==> src/rtl/wdt_pkg.sv <==
// Shared constants and types for the dual-mode watchdog.
// Assumes: the extended multiplier is a power of two, applied as a shift.
package wdt_pkg;
    localparam int unsigned WDT_EXT_SHIFT = 7;   // extended mode multiplies the base by 2**7 = 128

    typedef enum logic {
        WDT_MODE_NORMAL   = 1'b0,
        WDT_MODE_EXTENDED = 1'b1
    } wdt_mode_e;
endpackage

==> src/rtl/wdt_sync_chain.sv <==
// Multi-flop synchroniser with one extra delayed copy for edge detection.
// Assumes: STAGES >= 2; async_i may change at any time relative to clk.
module wdt_sync_chain #(
    parameter int unsigned STAGES  = 2,
    parameter logic        RST_VAL = 1'b0
) (
    input  logic clk,
    input  logic rst_n,
    input  logic async_i,
    output logic sync_o,
    output logic prev_o
);
    logic [STAGES-1:0] chain;
    logic              prev_q;

    // Shift the asynchronous level through the synchroniser flops.
    always_ff @(posedge clk) begin
        if (!rst_n) begin
            chain <= {STAGES{RST_VAL}};
        end else begin
            chain[0] <= async_i;
            for (int i = 1; i < STAGES; i++) begin
                chain[i] <= chain[i-1];
            end
        end
    end

    // Keep the previous synchronised level for edge comparison.
    always_ff @(posedge clk) begin
        if (!rst_n) prev_q <= RST_VAL;
        else        prev_q <= chain[STAGES-1];
    end

    assign sync_o = chain[STAGES-1];
    assign prev_o = prev_q;
endmodule

==> src/rtl/wdt_limit_sel.sv <==
// Forms the active timeout from the base count and the synchronised mode.
// Assumes: output width is BASE_W + WDT_EXT_SHIFT so the shifted base never truncates.
module wdt_limit_sel
    import wdt_pkg::*;
#(
    parameter int unsigned BASE_W = 16,
    localparam int unsigned CNT_W = BASE_W + WDT_EXT_SHIFT
) (
    input  logic [BASE_W-1:0] base_i,
    input  wdt_mode_e         mode_i,
    output logic [CNT_W-1:0]  limit_o,
    output logic              enable_o
);
    logic [CNT_W-1:0] base_wide;

    // Zero-extend the base, then shift it left in extended mode.
    always_comb begin
        base_wide = {{WDT_EXT_SHIFT{1'b0}}, base_i};
        if (mode_i == WDT_MODE_EXTENDED) limit_o = base_wide << WDT_EXT_SHIFT;
        else                             limit_o = base_wide;
        enable_o = |base_i;
    end
endmodule

==> src/rtl/wdt_tick_counter.sv <==
// Cycle counter that raises a one-cycle expiry strobe on reaching the limit.
// Assumes: limit_i is nonzero whenever enable_i is high; clear_i wins over expiry.
module wdt_tick_counter #(
    parameter int unsigned CNT_W = 23
) (
    input  logic             clk,
    input  logic             rst_n,
    input  logic             clear_i,
    input  logic             enable_i,
    input  logic [CNT_W-1:0] limit_i,
    output logic [CNT_W-1:0] cnt_o,
    output logic             expire_o
);
    localparam logic [CNT_W-1:0] ONE = CNT_W'(1);

    logic [CNT_W-1:0] cnt_q;
    logic             expire_q;

    // Count cycles since the last clear; wrap to zero and strobe on expiry.
    always_ff @(posedge clk) begin
        if (!rst_n || clear_i || !enable_i) begin
            cnt_q    <= '0;
            expire_q <= 1'b0;
        end else if (cnt_q >= limit_i - ONE) begin
            cnt_q    <= '0;
            expire_q <= 1'b1;
        end else begin
            cnt_q    <= cnt_q + ONE;
            expire_q <= 1'b0;
        end
    end

    assign cnt_o    = cnt_q;
    assign expire_o = expire_q;
endmodule

==> src/rtl/wdt_dual_mode.sv <==
// Dual-mode watchdog: restarts on service-line falling edges or mode changes,
// and raises a one-cycle fault when the active timeout elapses.
// Assumes: base_timeout_i is quasi-static; svc_i and ext_mode_i are asynchronous.
module wdt_dual_mode
    import wdt_pkg::*;
#(
    parameter int unsigned BASE_W      = 16,
    parameter int unsigned SYNC_STAGES = 2
) (
    input  logic              clk,
    input  logic              rst_n,
    input  logic              svc_i,
    input  logic              ext_mode_i,
    input  logic [BASE_W-1:0] base_timeout_i,
    output logic              fault_o
);
    localparam int unsigned CNT_W = BASE_W + WDT_EXT_SHIFT;

    logic             svc_sync, svc_prev, mode_sync, mode_prev;
    logic             svc_fall, mode_flip, timer_clear, wd_enable;
    logic [CNT_W-1:0] limit, cnt;
    wdt_mode_e        mode_cur;

    wdt_sync_chain #(.STAGES(SYNC_STAGES), .RST_VAL(1'b1)) u_svc_sync (
        .clk(clk), .rst_n(rst_n), .async_i(svc_i),
        .sync_o(svc_sync), .prev_o(svc_prev)
    );

    wdt_sync_chain #(.STAGES(SYNC_STAGES), .RST_VAL(1'b0)) u_mode_sync (
        .clk(clk), .rst_n(rst_n), .async_i(ext_mode_i),
        .sync_o(mode_sync), .prev_o(mode_prev)
    );

    // Derive the restart events from the synchronised levels.
    always_comb begin
        svc_fall    = svc_prev & ~svc_sync;
        mode_flip   = mode_prev ^ mode_sync;
        timer_clear = svc_fall | mode_flip;
        mode_cur    = wdt_mode_e'(mode_sync);
    end

    wdt_limit_sel #(.BASE_W(BASE_W)) u_limit (
        .base_i(base_timeout_i), .mode_i(mode_cur),
        .limit_o(limit), .enable_o(wd_enable)
    );

    wdt_tick_counter #(.CNT_W(CNT_W)) u_counter (
        .clk(clk), .rst_n(rst_n), .clear_i(timer_clear), .enable_i(wd_enable),
        .limit_i(limit), .cnt_o(cnt), .expire_o(fault_o)
    );
endmodule

==> config.mk <==
export PLATFORM = sky130hd
export DESIGN_NAME = wdt_dual_mode
export DESIGN_NICKNAME = d
export VERILOG_FILES = /design/src/rtl/wdt_pkg.sv /design/src/rtl/wdt_sync_chain.sv /design/src/rtl/wdt_limit_sel.sv /design/src/rtl/wdt_tick_counter.sv /design/src/rtl/wdt_dual_mode.sv
export SDC_FILE = /design/constraint.sdc
export NUM_CORES = 1
export LEC_CHECK = 0
export CORE_ASPECT_RATIO = 0.8
export CORE_UTILIZATION = 40
export CTS_BUF_LIST = sky130_fd_sc_hd__clkbuf_16
export DETAILED_ROUTE_END_ITERATION = 16
export MAX_ROUTING_LAYER = met4
export SLEW_MARGIN = 0
export SYNTH_ARGS = -nofsm -noshare
export SYNTH_HDL_FRONTEND = slang
export SYNTH_HIERARCHICAL = 1
export SYNTH_SLANG_ARGS = --single-unit
==> constraint.sdc <==
create_clock -name clk -period 6 [get_ports clk]
set_input_delay 1.2 -clock clk [delete_from_list [all_inputs] [get_ports clk]]
set_output_delay 1.2 -clock clk [all_outputs]
set_load 0.1 [all_outputs]
# Yosys cells after proc, flatten, opt, wreduce, memory -nomap -nowiden
# Cells that the tools add are included.
# op_classes
mux	2
magnitude_cmp	1
bitwise_logic	4
add_sub_neg	2
n_reduce_logical	6
# op_table
operator	n
$add 23x1->23 const B	1
$ge 23x23->1	1
$mux 23	1
$sub 23x1->23 const B	1
$reduce_or 16->1	1
$logic_not 1->1	2
$logic_or 1x1->1	2
$reduce_or 2->1	1
$and 1x1->1	1
$mux 1	1
$not 1->1	1
$or 1x1->1	1
$xor 1x1->1	1
# word_totals
in_bits	20
output_inout_bits	1
regBits	30

# Logic depth before layout (Yosys ltp)
# logic_depth
ltp_word	6
depth_mapped	15
mapped_depth_nobuf	13

# Hierarchy
# Netlist, hierarchy kept.
# by_module_without_submodules
module	n_inst	area_per_inst_um2	cells_per_inst
wdt_tick_counter	1	1918.1	225
wdt_limit_sel	1	259.0	30
wdt_sync_chain	2	78.8	6
wdt_dual_mode	1	17.5	3

# Worst setup path before layout
# No wires, ideal clock.
# synth_path
kind	input -> register
start	input port base_timeout_i[0]
end	register u_counter.cnt_q[15], in the netlist u_counter/cnt_o[15]
slack_ps	1430
arrival_time_ps	4438
setup_ps	132
cell_stages	13
n_path_buf	1
cell_sequence	mux2_2 -> or4_4 -> or3_4 -> nor4_4 -> nand2_1 -> xor2_1 -> ha_1 -> nand4_1 -> nor3_1 -> o2111ai_1 -> o211ai_1 -> clkbuf_1 -> nor3_1
# synth_between
elab_chain_cells	4
# synth_rtl
item	line_no	source
from (decl)	wdt_dual_mode.sv:14	input logic [BASE_W-1:0] base_timeout_i,
$mux 23 or $reduce_or 16->1 (tied branches)	wdt_limit_sel.sv:19, wdt_limit_sel.sv:21	
$sub 23x1->23 or $logic_not 1->1 (tied branches)	wdt_tick_counter.sv:24, wdt_tick_counter.sv:21	
$ge 23x23->1 or $logic_or 1x1->1 (tied branches)	wdt_tick_counter.sv:24, wdt_tick_counter.sv:21	
$reduce_or 2->1 (no source line) *	-	
to (signal assigned)	wdt_tick_counter.sv:28	cnt_q <= cnt_q + ONE;
to (decl)	wdt_tick_counter.sv:16	logic [CNT_W-1:0] cnt_q;
# Mark *: on every way between the ends. The rest lies on a longest branch, timed or not.
# A chain may end at the register's enable or synchronous reset.

# Worst setup path after layout
# layout_path
start	input port base_timeout_i[6]
end	register u_counter.cnt_q[2], in the netlist u_counter/cnt_o[2]
# layout_between
elab_chain_cells	4
# layout_rtl
item	line_no	source
$mux 23	wdt_limit_sel.sv:19	if (mode_i == WDT_MODE_EXTENDED) limit_o = base_wide << WDT_EXT_SHIFT;
via limit[6]	wdt_dual_mode.sv:21	logic [CNT_W-1:0] limit, cnt;
$sub 23x1->23	wdt_tick_counter.sv:24	end else if (cnt_q >= limit_i - ONE) begin
$ge 23x23->1	wdt_tick_counter.sv:24	
$reduce_or 2->1 (no source line)	-	
# The timed path passes the listed nets, and every way through them passes these cells.

==> qor.yml <==
outcome: "finished, final reports clean"
grt_start_max_net_pins: 26
cts_resized: 0
power_density_nw_per_um2: 214
drive_above_1_share: 0.0816
clkSinkCount: 30
hp-start: "u_svc_sync/chain[0]$_SDFF_PN1_"
yosysSeqAreaShare: 0.255
slew_headroom: 0.301
drtPass1Iterations: 4
synth_common_cells: "nor3_1, dfxtp_1, xnor2_1, ha_1"
rsz0062_at_grt: "no"
vias: 1919
antenna_found_initial: 0
ant_nets: 0
nets: 338
fin_setup_tns_ns: 0
drt_iter0_drc: 138
synth.avg_cell_area_um2: 8.71
crit_type: "in2reg"
synth-main-ff-cell: "dfxtp_1"
num_antenna_cells: 0
hpwl_mm: 3.87
setup_ws_ns: 1.06
timing.final.max_slew_violations: 0
synth-seq-cells: 30
overflow: 0
async_reset_ff_frac: 0
die_y_um: 70.6
track_usage: 0.184
routed_wl_mm: 5.07
cts_root_buf: "clkbuf_16"
worstPathMaxFanout: 13
cts_setup_buffers: 0
regToRegStartpoint: "u_mode_sync/chain[1]$_SDFF_PN0_"
synth_cell_types: 38
grt_pass1_vias: 1751
synth-edff-count: 0
finClkSkew_ns: 0.00677
power_leakage_uw: 0.00107
worstSetupEndpointType: "register"
max_cap_violations: 0
die_x_um: 87.7
cts.htree.levels: 2
io_buffers: 20
area_growth_pct: 20.0
syn-num-nets: 315
synth.area.top_cells: "dfxtp_1, ha_1, xnor2_1"
fin_crit_ns: 4.94
postCtsHoldBufs: 0
vias_per_cell: 5.16
setup_viol: 0
cts_tree: "yes"
min_path_type: "reg2reg"
yosysMostFrequentCell: "nor3_1"
clock_path_buffers: 2
coreArea_um2: 5560
synth_cells: 270
initial_core_util: 0.423
crit_arrival_ns: 5.05
drc: 0
clk_latency_ns: 0.27
post-place-ws_ns: 0.844
irDropWorstVdd_uv: 149
tightestPinTransition_ns: 1.04
grt_pass1_wl_mm: 8.51
ioPinCount: 21
gp_congestion: 0.851
fmax_mhz: 203
yosysTopAreaCellShare: 0.255
fp-row-count: 24
netlist_area_um2: 2350
wl_per_cell_um: 13.6
yosysWarningCount: 6
die-area_um2: 6190
cp-start-kind: "input port"
yosys.area.top_type: "dfxtp_1"
hold_viol: 0
cts_buffers: 5
worstSetupStartpoint: "base_timeout_i[6]"
post-route-period-util: 0.823
crit_required_ns: 6.12
clk_pin_slew_ns: 0.05
-- final cells by class --
| class | instances | area, um^2 |
|---|---|---|
| fillers | 524 | 2730 |
| repair buffers | 22 | 215 |
| clock buffers | 5 | 125 |
| inverters | 12 | 45.0 |
| flip-flops and latches | 30 | 601 |
| well taps | 78 | 97.6 |
| multi-input cells | 222 | 1680 |
| clock inverters | 3 | 63.8 |
-- critical path: stages --
cell and delay [ns]:
clkdlybuf4s50_1 0.48, nor2b_1 0.21, or4_4 0.60, or3_4 0.39
nor4_4 0.37, nand2_1 0.11, xor2_1 0.16, ha_1 0.30
nand4_1 0.15, nor3_1 0.28, o2111ai_1 0.17, o211ai_1 0.28
buf_4 0.25, nor3_1 0.08
-- through the flow --
step,utilization,cells,hold slack [ns],total power [uW],area [um^2]
floorplan,-,270,0.386,260,2350
global placement,0.474,364,0.390,285,2630
detailed placement,0.474,364,0.393,286,2630
CTS,0.508,372,0.404,612,2820
global route,0.508,372,0.447,632,2820
finish,0.508,372,0.403,605,2820
-- kinds of logic (layout without fill, tap and decap cells) --
family	after synthesis	in the layout	share of synthesized area
multiplexers	9	9	0.0527
flip-flops	30	30	0.255
XOR/XNOR	43	43	0.160
AO/OA/AOI/OAI	21	21	0.0574
adder cells (fa/ha/maj)	25	25	0.133
AND/OR/NAND/NOR	124	124	0.309
buffers and inverters	18	42	0.0324
-- layer usage --
metal / vias up / track usage / part of all wire
li1: 1012 / - / -
met1: 862 / 0.274 / 0.56
met2: 40 / 0.244 / 0.39
met3: 5 / 0.0455 / 0.037
met4: 0 / 0.0437 / 0.0087
met5: - / - / 0
-- cells in the final DEF, fill, tap and decap left out, types with 10 or more instances in the layout --
cell,count
and2_1,11
nor3_1,34
nor2b_1,10
nand2_1,15
clkdlybuf4s50_1,20
nor2_1,11
xnor2_1,28
ha_1,25
inv_1,12
dfxtp_1,30
xor2_1,15
-- power breakdown --
group / switching [uW] / internal [uW] / leakage [uW]
clock network: 87.0 / 236 / 0.0000915
registers: 3.69 / 203 / 0.000243
logic: 38.6 / 37.4 / 0.000734
-- path summary, 6_finish.rpt --
kind | slack, ns | to | depth (start not counted)
max | 1.06 | u_counter/cnt_o[2]$_SDFF_PP0_ | 14
max reg2reg | 1.45 | u_counter/cnt_o[2]$_SDFF_PP0_ | 13
min | 0.40 | u_svc_sync/chain[1]$_SDFF_PN1_ | 1
min reg2reg | 0.40 | u_svc_sync/chain[1]$_SDFF_PN1_ | 1
-- sequential cells by signal, indices dropped and copies added, names as in the netlist --
register and cells:
u_counter/cnt_o 23, u_mode_sync/chain 2, u_svc_sync/chain 2, u_counter/expire_o 1, u_mode_sync/prev_o 1, u_svc_sync/prev_o 1
Note: power is estimated with default switching activity, not from simulation.
